**config.mk**
```make
export PLATFORM = sky130hd
export DESIGN_NAME = regfront_top
export DESIGN_NICKNAME = d
export VERILOG_FILES = /design/src/rtl/regfront_pkg.sv /design/src/rtl/regfront_fifo.sv /design/src/rtl/regfront_rdmux.sv /design/src/rtl/regfront_top.sv
export SDC_FILE = /design/constraint.sdc
export NUM_CORES = 1
export LEC_CHECK = 0
export BUFFER_PORTS_ARGS = -buffer_cell sky130_fd_sc_hd__buf_2
export CORE_AREA = 2 2 145 147
export CTS_BUF_LIST = sky130_fd_sc_hd__clkbuf_8
export DETAILED_ROUTE_END_ITERATION = 12
export DIE_AREA = 0 0 147 149
export SLEW_MARGIN = 0
export SYNTH_ARGS = -nofsm -noshare
export SYNTH_HDL_FRONTEND = slang
export SYNTH_HIERARCHICAL = 1
export SYNTH_SLANG_ARGS = --single-unit
```
**constraint.sdc**
```tcl
create_clock -name clk_i -period 6.7 [get_ports clk_i]
set_input_delay 0.335 -clock clk_i [delete_from_list [all_inputs] [get_ports clk_i]]
set_output_delay 0.335 -clock clk_i [all_outputs]
set_load 0.02 [all_outputs]
```
**src/rtl/regfront_pkg.sv**
```systemverilog
`timescale 1ns/1ps
package regfront_pkg;

    localparam int ADDR_W = 3;
    localparam int BYTE_W = 8;

    typedef enum logic [ADDR_W-1:0] {
        A_FIFO  = 3'd0,
        A_CMD   = 3'd1,
        A_STAT  = 3'd2,
        A_INTR  = 3'd3,
        A_FLAGS = 3'd4,
        A_CFG1  = 3'd5
    } reg_addr_e;

    localparam logic [3:0] OP_NOP    = 4'h0;
    localparam logic [3:0] OP_FLUSH  = 4'h1;
    localparam logic [3:0] OP_SWRST  = 4'h2;
    localparam logic [3:0] OP_BUSRST = 4'h3;

    localparam int STAT_IRQ_BIT   = 7;
    localparam int STAT_OVR_BIT   = 6;
    localparam int STAT_TC_BIT    = 4;
    localparam int CFG1_NORPT_BIT = 6;
    localparam int CAUSE_BUSRST   = 7;

    localparam logic [BYTE_W-1:0] CFG1_RST = 8'h07;

    typedef struct packed {
        logic [BYTE_W-1:0] intr;
        logic              irq;
        logic              tc;
        logic              ovr;
        logic [BYTE_W-1:0] cfg1;
    } ctl_state_t;

    localparam ctl_state_t CTL_RESET = '{
        intr: '0, irq: 1'b0, tc: 1'b0, ovr: 1'b0, cfg1: CFG1_RST
    };

endpackage

```
**src/rtl/regfront_fifo.sv**
```systemverilog
`timescale 1ns/1ps
module regfront_fifo #(
    parameter int DEPTH = 16,
    parameter int WIDTH = 8,
    localparam int PTR_W = (DEPTH > 1) ? $clog2(DEPTH) : 1,
    localparam int CNT_W = $clog2(DEPTH + 1)
) (
    input  logic             clk_i,
    input  logic             rst_ni,
    input  logic             push_i,
    input  logic             pop_i,
    input  logic             flush_i,
    input  logic [WIDTH-1:0] wdata_i,
    output logic [WIDTH-1:0] head_o,
    output logic [CNT_W-1:0] count_o,
    output logic             full_o
);

    typedef struct packed {
        logic [PTR_W-1:0] wr;
        logic [PTR_W-1:0] rd;
        logic [CNT_W-1:0] cnt;
    } ptr_state_t;

    ptr_state_t q, d;
    logic [WIDTH-1:0] mem [DEPTH];
    logic do_push_d, do_pop_d, empty;

    function automatic logic [PTR_W-1:0] bump(input logic [PTR_W-1:0] p);
        return (p == PTR_W'(DEPTH - 1)) ? '0 : p + 1'b1;
    endfunction

    assign full_o  = (q.cnt == CNT_W'(DEPTH));
    assign empty   = (q.cnt == '0);
    assign count_o = q.cnt;
    // An empty FIFO presents zero instead of stale storage.
    assign head_o  = empty ? '0 : mem[q.rd];

    always_comb begin
        d         = q;
        do_push_d = push_i && !full_o && !flush_i;
        do_pop_d  = pop_i && !empty && !flush_i;
        if (flush_i) begin
            d = '0;
        end else begin
            if (do_push_d) d.wr = bump(q.wr);
            if (do_pop_d)  d.rd = bump(q.rd);
            d.cnt = q.cnt + CNT_W'(do_push_d) - CNT_W'(do_pop_d);
        end
    end

    always_ff @(posedge clk_i or negedge rst_ni) begin
        if (!rst_ni) q <= '0;
        else         q <= d;
    end

    always_ff @(posedge clk_i) begin
        if (do_push_d) mem[q.wr] <= wdata_i;
    end

endmodule

```
**src/rtl/regfront_rdmux.sv**
```systemverilog
`timescale 1ns/1ps
module regfront_rdmux
    import regfront_pkg::*;
#(
    parameter int CNT_W = 5
) (
    input  logic [ADDR_W-1:0] addr_i,
    input  ctl_state_t        st_i,
    input  logic [BYTE_W-1:0] head_i,
    input  logic [CNT_W-1:0]  count_i,
    output logic [BYTE_W-1:0] rdata_o
);

    logic [BYTE_W-1:0] stat_byte;

    always_comb begin
        stat_byte               = '0;
        stat_byte[STAT_IRQ_BIT] = st_i.irq;
        stat_byte[STAT_OVR_BIT] = st_i.ovr;
        stat_byte[STAT_TC_BIT]  = st_i.tc;
    end

    always_comb begin
        case (addr_i)
            A_FIFO:  rdata_o = head_i;
            A_STAT:  rdata_o = stat_byte;
            A_INTR:  rdata_o = st_i.intr;
            A_FLAGS: rdata_o = BYTE_W'(count_i);
            A_CFG1:  rdata_o = st_i.cfg1;
            default: rdata_o = '0;
        endcase
    end

endmodule

```
**src/rtl/regfront_top.sv**
```systemverilog
`timescale 1ns/1ps
module regfront_top
    import regfront_pkg::*;
#(
    parameter int DEPTH = 16,
    localparam int CNT_W = $clog2(DEPTH + 1)
) (
    input  logic              clk_i,
    input  logic              rst_ni,
    input  logic [ADDR_W-1:0] addr_i,
    input  logic              wr_en_i,
    input  logic [BYTE_W-1:0] wdata_i,
    input  logic              rd_en_i,
    output logic [BYTE_W-1:0] rdata_o,
    input  logic [BYTE_W-1:0] seq_set_i,
    input  logic              seq_tc_i,
    output logic              irq_o
);

    ctl_state_t st_q, st_d;

    logic              wr_act, rd_act;
    logic              fifo_push, fifo_pop, fifo_flush, fifo_full;
    logic              cmd_wr;
    logic [3:0]        opcode;
    logic [BYTE_W-1:0] fifo_head;
    logic [CNT_W-1:0]  fifo_cnt;
    logic [BYTE_W-1:0] new_cause;

    // A write strobe masks a simultaneous read.
    assign wr_act     = wr_en_i;
    assign rd_act     = rd_en_i && !wr_en_i;
    assign cmd_wr     = wr_act && (addr_i == A_CMD);
    assign opcode     = wdata_i[3:0];
    assign fifo_push  = wr_act && (addr_i == A_FIFO);
    assign fifo_pop   = rd_act && (addr_i == A_FIFO);
    assign fifo_flush = cmd_wr && ((opcode == OP_FLUSH) || (opcode == OP_SWRST));

    regfront_fifo #(
        .DEPTH (DEPTH),
        .WIDTH (BYTE_W)
    ) i_fifo (
        .clk_i   (clk_i),
        .rst_ni  (rst_ni),
        .push_i  (fifo_push),
        .pop_i   (fifo_pop),
        .flush_i (fifo_flush),
        .wdata_i (wdata_i),
        .head_o  (fifo_head),
        .count_o (fifo_cnt),
        .full_o  (fifo_full)
    );

    always_comb begin
        new_cause = seq_set_i;
        if (cmd_wr && (opcode == OP_BUSRST) && !st_q.cfg1[CFG1_NORPT_BIT]) begin
            new_cause[CAUSE_BUSRST] = 1'b1;
        end
    end

    always_comb begin
        st_d = st_q;
        // Read-to-clear first, so that same-cycle requests survive.
        if (rd_act && (addr_i == A_INTR)) begin
            st_d.intr = '0;
            st_d.tc   = 1'b0;
            st_d.irq  = 1'b0;
        end
        st_d.intr = st_d.intr | new_cause;
        if (new_cause != '0) st_d.irq = 1'b1;
        if (seq_tc_i)        st_d.tc  = 1'b1;
        if (fifo_push && fifo_full) st_d.ovr = 1'b1;
        if (fifo_flush)             st_d.ovr = 1'b0;
        if (wr_act && (addr_i == A_CFG1)) st_d.cfg1 = wdata_i;
        if (cmd_wr && (opcode == OP_SWRST)) st_d = CTL_RESET;
    end

    always_ff @(posedge clk_i or negedge rst_ni) begin
        if (!rst_ni) st_q <= CTL_RESET;
        else         st_q <= st_d;
    end

    regfront_rdmux #(
        .CNT_W (CNT_W)
    ) i_rdmux (
        .addr_i  (addr_i),
        .st_i    (st_q),
        .head_i  (fifo_head),
        .count_i (fifo_cnt),
        .rdata_o (rdata_o)
    );

    assign irq_o = st_q.irq;

endmodule

```
==> run summary, run 1 <==
Row Count = 53
Number of different library cells in the post-synthesis netlist = 60
Power per cell area = 319 nW/um^2
Wire length of the first global-routing pass = 23600 um
Destination of the critical timing path = rdata_o[7]
Run status = finished clean
Clock insertion delay at the later pin of the skew report = 460 ps
Cell at the slowest stage of the critical path = or4b_1
Cell Area, Synth = 7000 um^2
Total CTS buffers = 17
Synthesized netlist net count = 468
Post-detailed-routing wire length = 15400 um
Sw Share = 31.1%
Class of the worst hold path = in -> reg
Final setup violation count = 0
Max-cap check violation count = 0
Async set-reset flop share out of synthesis = 20.0%
TritonCTS clock tree = built
Routed via count = 3896
Remaining number of nets flagged by the antenna check after routing = 0
Startpoint of the worst-slack reg-to-reg timing path = i_fifo/count_o[2]
Final Max Tran Viols = 0
Share of synthesized area occupied by flip-flops and latches = 66.4%
Per-cell via count in the routed design = 5.21
Worst R2R Setup Slack = 3400 ps
Average detailed-routed wire length per instance = 20.6 um
CP Class = reg -> out
Count of input and output buffers = 32
Cells on worst reg2reg path = 14
Critical Path RT = 6360 ps
Yosys reg bits = 160
Max clock buf depth = 2
Die Span X = 147 um
Number of standard cells after synthesis = 432
CP Max Fanout = 8
Transition time at the pin with the least slew margin = 1070 ps
Leakage power = 2.62 nW
Global placement routability congestion = 0.822
Count of inserted antenna diode cells = 0
Clock share of power = 28.1%
Sequence of cells on the critical path = inv_1 > ha_1 > or4b_1 > and3b_1 > a22oi_1 > o21ai_1 > nor3b_1 > a21oi_1 > o21ai_1 > buf_2
CORE AREA = 20600 um^2
Hold slack final = 102 ps
Fraction of final layout cells sized beyond drive strength 1 = 25.8%
DRC violation count after routing = 0
Vertical die dimension = 149 um
Critical Path Most Common Cell = o21ai_1
Tcrit/Tclk final = 51.2%
Initial standard-cell utilization of the core = 34.1%
CTS-repair resized insts = 0
Max Clk Rate = 291 MHz
Worst slack after detailed placement = 3130 ps
Boundary pin count = 33
Setup slack of the critical path after layout = 3270 ps
Drt pass-1 iters = 6
Number of enable-type register cells in the synthesized netlist = 128
Total count of hold-check failures in the final report = 0
Sequential fraction of design power = 48.2%
First element of the critical path = i_fifo/count_o[3]
Worst ir drop on vdd = 0.000137 V
Total net switching power = 0.770 mW
Avg Inst Size Synth = 16.2 um^2
Worst clock skew on the final layout = 14.7 ps
Total global routing track utilization = 14.7%
Minimum clock period after layout = 3430 ps
Vias in the first global route = 3913
Area Growth Syn to Fin = 11.0%
Capture instance of the worst register-to-register path = i_fifo/count_o[4]
Unrepaired setup endpoints after global routing = no
Post-detailed-placement half-perimeter wirelength = 10000 um
Warnings from Yosys = 6
Gr ovfl total = 0
Initial detailed-routing violation count = 272
Number of nets at the end of the flow = 496
Largest net degree at the start of global routing = 38
Clock edge transition at the registers on the reported setup and hold paths = 100 ps
Critical Path AT = 3100 ps
Logic pwr share = 23.8%
Slew Limit Headroom = 28.3%
Critical Path Max Stage Delay = 600 ps
Die ar. = 21900 um^2
Cell internal pwr = 1.70 mW
Total number of H-tree levels = 4
# clock sinks = 160
Hold depth = 2
Crit start category = flip-flop
Kind of capture point of the worst setup path = output port
Final TNS setup = 0 ps
Clk root buf = clkbuf_8
Main flop type after synthesis = edfxtp_1
Number of antenna violations at the first check in global routing = 0
## worst min path at each step
stage	start	endpoint	slack [ps]
3_5_place_dp	rst_ni	i_fifo/count_o[0]	450
6_report	seq_set_i[6]	st_q[17]	100
3_3_place_gp	rst_ni	i_fifo/count_o[0]	430
2_1_floorplan	rst_ni	i_fifo/count_o[0]	40
4_1_cts	seq_set_i[6]	st_q[17]	70
5_1_grt	seq_tc_i	st_q[9]	70
## logic make-up after synthesis
kind of cell	share of synthesized area, %
compound gates	7.15
xor+xnor	0.876
fa+ha+maj	2.25
buf+inv	2.97
flops	66.4
mux	13.1
simple gates	7.22
## per-layer routing
metal  wire length [um]  vias to the layer above  global-route usage, %
li1                   -                     1737                      -
met1               7110                     2038                   21.1
met2               7310                      108                   22.3
met3                848                       13                   3.64
met4                137                        0                   3.85
met5                  0                        -                      0
## layout by cell type, fill, tap and decap left out, types with 12 or more instances in the layout
master and count:
a21oi_1 18, buf_2 32, o21ai_1 12, a22oi_1 13
dfrtp_1 28, clkbuf_8 17, edfxtp_1 128, nor2_1 21
mux2i_1 12, nand2_1 24, mux4_2 32
## synth_stat cells (2+ instances only)
library cell,instances,area [um^2]
edfxtp_1,128,3840
mux4_2,32,721
dfrtp_1,29,726
nand2_1,24,90.1
nor2_1,21,78.8
a21oi_1,18,90.1
a22oi_1,13,97.6
mux2i_1,12,120
o21ai_1,12,60.1
ha_1,11,138
inv_1,10,37.5
nand3_1,9,45.0
a21boi_0,8,60.1
buf_2,8,40.0
o21a_1,8,60.1
buf_4,6,45.0
clkbuf_1,6,22.5
nor3_1,5,25.0
nand2b_1,4,25.0
nor3b_1,4,30.0
o22ai_1,4,25.0
xor2_1,4,35.0
buf_6,3,33.8
dfstp_2,3,78.8
mux2_4,3,45.0
o21ai_0,3,15.0
xnor2_1,3,26.3
a21bo_2,2,20.0
a21o_1,2,15.0
a31oi_1,2,12.5
clkbuf_2,2,10.0
mux2_1,2,22.5
nor2b_1,2,12.5
or3_1,2,12.5
or4_1,2,15.0
## registers in the layout (all words and copies together), names as in the netlist
name,flops
i_fifo/count_o,5
st_q,18
irq_o,1
i_fifo/q,8
i_fifo/mem,128
## per-stage QoR
step                      instances  utilization (%)  instance area, um^2  total power [mW]
final                           748             37.8                 7770              2.48
after global placement          715             35.9                 7380              1.79
after global routing            748             37.8                 7770              2.60
after floorplan                 432                -                 7000              1.65
after CTS                       748             37.8                 7770              2.49
after detailed placement        715             35.9                 7380              1.80
## timing repair
action | 4_1_cts | 5_1_grt
hold buffers | 1 | 0
endpoints found under the hold margin | 29 | 0
buffers inserted | 0 | 0
## cell type report
cell class,count,area [um^2]
tap,275,344
clock buffer,17,234
sequential,160,4650
fill,1927,12800
multi-input combinational,235,2160
inverter,10,37.5
timing repair buffer,36,193
clock inverter,15,148
## power groups by stage
stage | registers, mW | logic, mW | clock network (mW)
5_1_grt | 1.20 | 0.641 | 0.754
2_1_floorplan | 1.18 | 0.467 | 0
3_5_place_dp | 1.21 | 0.587 | 0
6_report | 1.19 | 0.588 | 0.694
4_1_cts | 1.19 | 0.589 | 0.711
3_3_place_gp | 1.21 | 0.577 | 0
## worst max-delay path: cells and delay by family, from the launching register on
family | cells | cell delay (ps)
DFF | 1 | 430
AOI/OAI and AO/OA | 4 | 640
and+or+nand+nor | 3 | 1110
buffers and inverters | 2 | 290
adders and majority gates | 1 | 160
Note: power is estimated with default switching activity, not from simulation.
==> inputs of run 2 (changes only) <==
==> constraint.sdc (replaced) <==
create_clock -name clk_i -period 3.1 [get_ports clk_i]
set_input_delay 0.155 -clock clk_i [delete_from_list [all_inputs] [get_ports clk_i]]
set_output_delay 0.155 -clock clk_i [all_outputs]
set_load 0.02 [all_outputs]
==> run summary, run 2 (synthesis gave the netlist of run 1 again) <==
TritonCTS clock tree = built
Worst clock skew on the final layout = 11.3 ps
Die ar. = 21900 um^2
Final Max Tran Viols = 0
Highest-count cells in the layout ignoring fill and taps = edfxtp_1 (128), mux4_2 (32), buf_2 (31)
Remaining number of nets flagged by the antenna check after routing = 0
Max clock buf depth = 2
Max Clk Rate = 324 MHz
Logic pwr share = 25.6%
Most common library cell in the layout ignoring fill and taps = edfxtp_1
CP Class = reg -> out
Top flop regs = i_fifo/mem: 128 flops, st_q: 18 flops, i_fifo/q: 8 flops
Drt pass-1 iters = 5
Largest net degree at the start of global routing = 37
Filler cell count = 1895
Leakage power = 2.82 nW
Power per cell area = 691 nW/um^2
CP Max Fanout = 8
Initial detailed-routing violation count = 384
Post-detailed-placement half-perimeter wirelength = 10100 um
Class of the worst hold path = in -> reg
Cells on worst reg2reg path = 13
Total CTS buffers = 17
Gr ovfl total = 0
Total count of hold-check failures in the final report = 0
Initial standard-cell utilization of the core = 34.1%
Total net switching power = 1.62 mW
Kind of capture point of the worst setup path = output port
Total global routing track utilization = 14.3%
Transition time at the pin with the least slew margin = 829 ps
Clock share of power = 28.7%
Cell internal pwr = 4.05 mW
Crit start category = flip-flop
Sw Share = 28.6%
Global placement routability congestion = 0.837
Register bank with the most flops = i_fifo/mem
Clock edge transition at the registers on the reported setup and hold paths = 80 ps
Fraction of final layout cells sized beyond drive strength 1 = 32.0%
Clk root buf = clkbuf_8
Minimum clock period after layout = 3080 ps
DRC violation count after routing = 0
Count of inserted antenna diode cells = 0
Max-cap check violation count = 0
Setup slack of the critical path after layout = 18.2 ps
Average detailed-routed wire length per instance = 19.8 um
Vertical die dimension = 149 um
Boundary pin count = 33
Number of nets at the end of the flow = 533
Unrepaired setup endpoints after global routing = yes
Hold depth = 3
Slew Limit Headroom = 44.6%
Sequential fraction of design power = 45.7%
Routed via count = 4017
Final core utilization = 39.9%
Tcrit/Tclk final = 99.4%
Critical Path RT = 2940 ps
Count of input and output buffers = 32
Max FFs per register = 128
Flip-flop and latch area = 4650 um^2
Per-cell via count in the routed design = 5.12
Row Count = 53
Worst ir drop on vdd = 0.000305 V
CORE AREA = 20600 um^2
Post-detailed-routing wire length = 15500 um
Clock insertion delay at the later pin of the skew report = 440 ps
Area Growth Syn to Fin = 17.2%
Vias in the first global route = 4041
Die Span X = 147 um
Wire length of the first global-routing pass = 23200 um
Run status = finished clean
Total number of H-tree levels = 4
Final setup violation count = 0
# clock sinks = 160
Number of antenna violations at the first check in global routing = 0
Critical Path AT = 2930 ps
Area used by multi-input combinational logic = 2230 um^2
Worst slack after detailed placement = 69.8 ps
-- run 2: area by class of cell --
class / count / share of cell area (%)
timing repair buffer: 73 / 6.39
multi-input combinational: 235 / 27.1
clock buffer: 17 / 2.85
tap: 275 / 4.19
inverter: 10 / 0.457
sequential: 160 / 56.7
clock inverter: 14 / 2.29
-- run 2: worst max-delay path, stage by stage (launching register included) --
cell and delay (ps):
dfrtp_1 420, inv_2 100, ha_4 130, or4b_4 480, buf_6 140, and3b_2 270, a22oi_2 250, o21ai_1 100
nor3b_2 160, a21oi_1 140, o21ai_1 110, buf_4 170
-- run 2: final timing paths --
check	startpoint	end	slack [ps]
worst max-delay path	i_fifo/count_o[3]	rdata_o[6]	20
worst min-delay path	wr_en_i	st_q[8]	100
worst max register to register	i_fifo/count_o[3]	i_fifo/count_o[4]	170
worst min register to register	st_q[2]	st_q[2]	510
max in group asynchronous	rst_ni	i_fifo/q[5]	2210
min in group asynchronous	rst_ni	i_fifo/q[5]	330
-- run 2: through the flow --
| stage | setup TNS (ps) | std cells | power, mW | hold slack, ps | cell area [um^2] |
|---|---|---|---|---|---|
| finish | 0 | 784 | 5.67 | 96.9 | 8210 |
| global route | -171 | 784 | 5.94 | 125 | 8210 |
| CTS | 0 | 772 | 5.59 | 67.3 | 8060 |
| detailed placement | 0 | 731 | 3.93 | 263 | 7500 |
| global placement | 0 | 731 | 3.91 | 241 | 7500 |
| floorplan | 0 | 432 | 3.57 | -141 | 7000 |
-- run 2: metal layers --
metal	wire (um)	global-route usage, %	up-vias
met5	0	0	-
met4	140	3.22	0
met3	875	3.61	15
met2	7330	22.8	131
met1	7170	20.0	2065
li1	-	-	1806
-- run 2: repair_timing --
item | CTS | global route
resized for setup | 9 | 14
pin swaps | 2 | 4
setup endpoints to repair | 6 | 9
hold buffers | 10 | 0
buffers inserted | 0 | 12
hold endpoints to repair | 38 | 0
-- run 2: power by group through the flow --
stage / combinational [mW] / sequential, mW / clock, mW
3_5_place_dp: 1.28 / 2.65 / 0
4_1_cts: 1.31 / 2.61 / 1.67
3_3_place_gp: 1.26 / 2.64 / 0
6_report: 1.45 / 2.59 / 1.63
5_1_grt: 1.57 / 2.61 / 1.76
2_1_floorplan: 1.01 / 2.56 / 0
==> inputs of run 3 (changes only) <==
--- a/config.mk
+++ b/config.mk
@@ -10,6 +10,7 @@
 export CTS_BUF_LIST = sky130_fd_sc_hd__clkbuf_8
 export DETAILED_ROUTE_END_ITERATION = 12
 export DIE_AREA = 0 0 147 149
+export GPL_TIMING_DRIVEN = 0
 export SLEW_MARGIN = 0
 export SYNTH_ARGS = -nofsm -noshare
 export SYNTH_HDL_FRONTEND = slang
==> constraint.sdc (replaced) <==
create_clock -name clk_i -period 3.1 [get_ports clk_i]
set_input_delay 0 -clock clk_i [delete_from_list [all_inputs] [get_ports clk_i]]
set_output_delay 0 -clock clk_i [all_outputs]
set_load 0.02 [all_outputs]
==> run summary, run 3 (synthesis gave the netlist of run 1 again) <==
Run status = finished clean
Buffering stage count on the worst path with inverters included = 3
Worst ir drop on vdd = 0.000303 V
Final TNS setup = 0 ps
Max-cap check violation count = 0
Most common library cell in the layout ignoring fill and taps = edfxtp_1
Highest-count cells in the layout ignoring fill and taps = edfxtp_1 (128), buf_2 (39), mux4_2 (32)
Largest net degree at the start of global routing = 33
Number of antenna violations at the first check in global routing = 0
Leakage power = 2.79 nW
Row Count = 53
Class of the worst hold path = in -> reg
Critical Path RT = 3480 ps
CORE AREA = 20600 um^2
Critical Path Most Common Cell = ha_1
DRC violation count after routing = 0
Gr ovfl total = 0
Total number of H-tree levels = 4
Count of input and output buffers = 32
Clock insertion delay at the later pin of the skew report = 450 ps
Vias in the first global route = 4110
CP Max Fanout = 7
Critical Path Max Stage Delay = 430 ps
Register bank with the most flops = i_fifo/mem
Global placement routability congestion = 0.840
Slew Limit Headroom = 37.1%
Max Clk Rate = 329 MHz
Final std cell area, no fill = 8140 um^2
Vertical die dimension = 149 um
Worst R2R Setup Slack = 60 ps
Boundary pin count = 33
Wire length of the first global-routing pass = 24400 um
Clock edge transition at the registers on the reported setup and hold paths = 80 ps
Crit start category = flip-flop
CP Class = reg -> reg
Count of inserted antenna diode cells = 0
Initial detailed-routing violation count = 342
Post-detailed-placement half-perimeter wirelength = 10400 um
Cell at the slowest stage of the critical path = or4b_1
Number of nets at the end of the flow = 540
Critical Path AT = 3420 ps
Minimum clock period after layout = 3040 ps
Clk root buf = clkbuf_8
Per-cell via count in the routed design = 5.12
Remaining number of nets flagged by the antenna check after routing = 0
Top flop regs = i_fifo/mem: 128 flops, st_q: 18 flops, i_fifo/q: 8 flops
DP Area = 7500 um^2
Unrepaired setup endpoints after global routing = yes
Die Span X = 147 um
Transition time at the pin with the least slew margin = 940 ps
Area Growth Syn to Fin = 16.2%
Initial standard-cell utilization of the core = 34.1%
Total CTS buffers = 17
Final Max Tran Viols = 0
Total global routing track utilization = 15.1%
Routed via count = 4057
Drt pass-1 iters = 5
Final setup violation count = 0
Max clock buf depth = 2
Tcrit/Tclk final = 98.0%
Max FFs per register = 128
Die ar. = 21900 um^2
Post-detailed-routing wire length = 15900 um
Power per cell area = 661 nW/um^2
Worst clock skew on the final layout = 12.1 ps
# clock sinks = 160
Kind of capture point of the worst setup path = flip-flop
Sequence of cells on the critical path = inv_1 > ha_1 > or4b_1 > buf_2 > nand2_2 > nor2_1 > ha_1 > inv_1 > ha_1 > fa_2 > a21oi_2 > nor2_1 > or3_1 > a21oi_1
Average detailed-routed wire length per instance = 20.1 um
Dominant delay contributor by cell family on the critical path = adder cells
TritonCTS clock tree = built
Fraction of final layout cells sized beyond drive strength 1 = 29.4%
Total count of hold-check failures in the final report = 0
## run 3: cell count changes in the layout (fill, tap and decap cells not counted), sizes merged
cell / before / now
dlygate4sd3: 10 / 19
bufinv: 4 / 0
clkinvlp: 2 / 4
buf: 63 / 52
clkbuf: 17 / 27
clkinv: 3 / 5
## run 3: repair_timing
action                                  in CTS  in global routing
endpoints found under the setup margin      36                  7
hold buffers                                19                  0
endpoints found under the hold margin      157                  0
pin swaps                                    1                  0
resized for setup                            8                  9
buffers inserted                             2                  0
## run 3: cell type report
type / count / area [um^2]
multi-input combinational: 235 / 2210
inverter: 10 / 37.5
clock inverter: 14 / 108
clock buffer: 18 / 248
fill: 1943 / 12400
timing repair buffer: 53 / 365
sequential: 160 / 4650
buffer: 27 / 176
tap: 275 / 344
## run 3: power by group
part | switching, mW | internal, mW | total (mW)
clock network | 0.801 | 0.583 | 1.38
registers | 0.0964 | 2.45 | 2.54
logic | 0.765 | 0.683 | 1.45
## run 3: metal layers
metal,global-route usage [%],vias to the layer above,routed length (um)
met5,0,-,0
met4,4.28,0,238
met3,3.73,16,774
met2,23.1,112,7520
met1,21.7,2109,7370
li1,-,1820,-
## run 3: metrics by stage
stage | power [mW] | worst slack (ps) | cells | utilization [%] | hold slack (ps)
2_1_floorplan | 3.57 | 188 | 432 | - | -296
3_3_place_gp | 3.92 | -279 | 739 | 36.5 | 98.7
3_5_place_dp | 3.96 | -364 | 739 | 36.5 | 117
4_1_cts | 5.41 | 14.2 | 792 | 39.4 | 4.88
5_1_grt | 5.65 | -70.1 | 792 | 39.6 | 42.4
6_report | 5.37 | 60.8 | 792 | 39.6 | 41.9
## run 3: path summary, 6_finish.rpt
check                                   from                end  cells after the start
max                        i_fifo/count_o[3]  i_fifo/count_o[4]                     14
min                                addr_i[1]            st_q[8]                      4
max reg2reg                i_fifo/count_o[3]  i_fifo/count_o[4]                     14
min reg2reg                          st_q[3]            st_q[3]                      1
max in group asynchronous             rst_ni        i_fifo/q[5]                      2
min in group asynchronous             rst_ni  i_fifo/count_o[1]                      2
## run 3: worst register-to-register path, cell delays in order, from the launching register on
cell and delay [ps]:
dfrtp_1 390, inv_1 80, ha_1 160, or4b_1 430
buf_2 180, nand2_2 110, nor2_1 50, ha_1 280
inv_1 40, ha_1 200, fa_2 370, a21oi_2 130
nor2_1 50, or3_1 340, a21oi_1 150
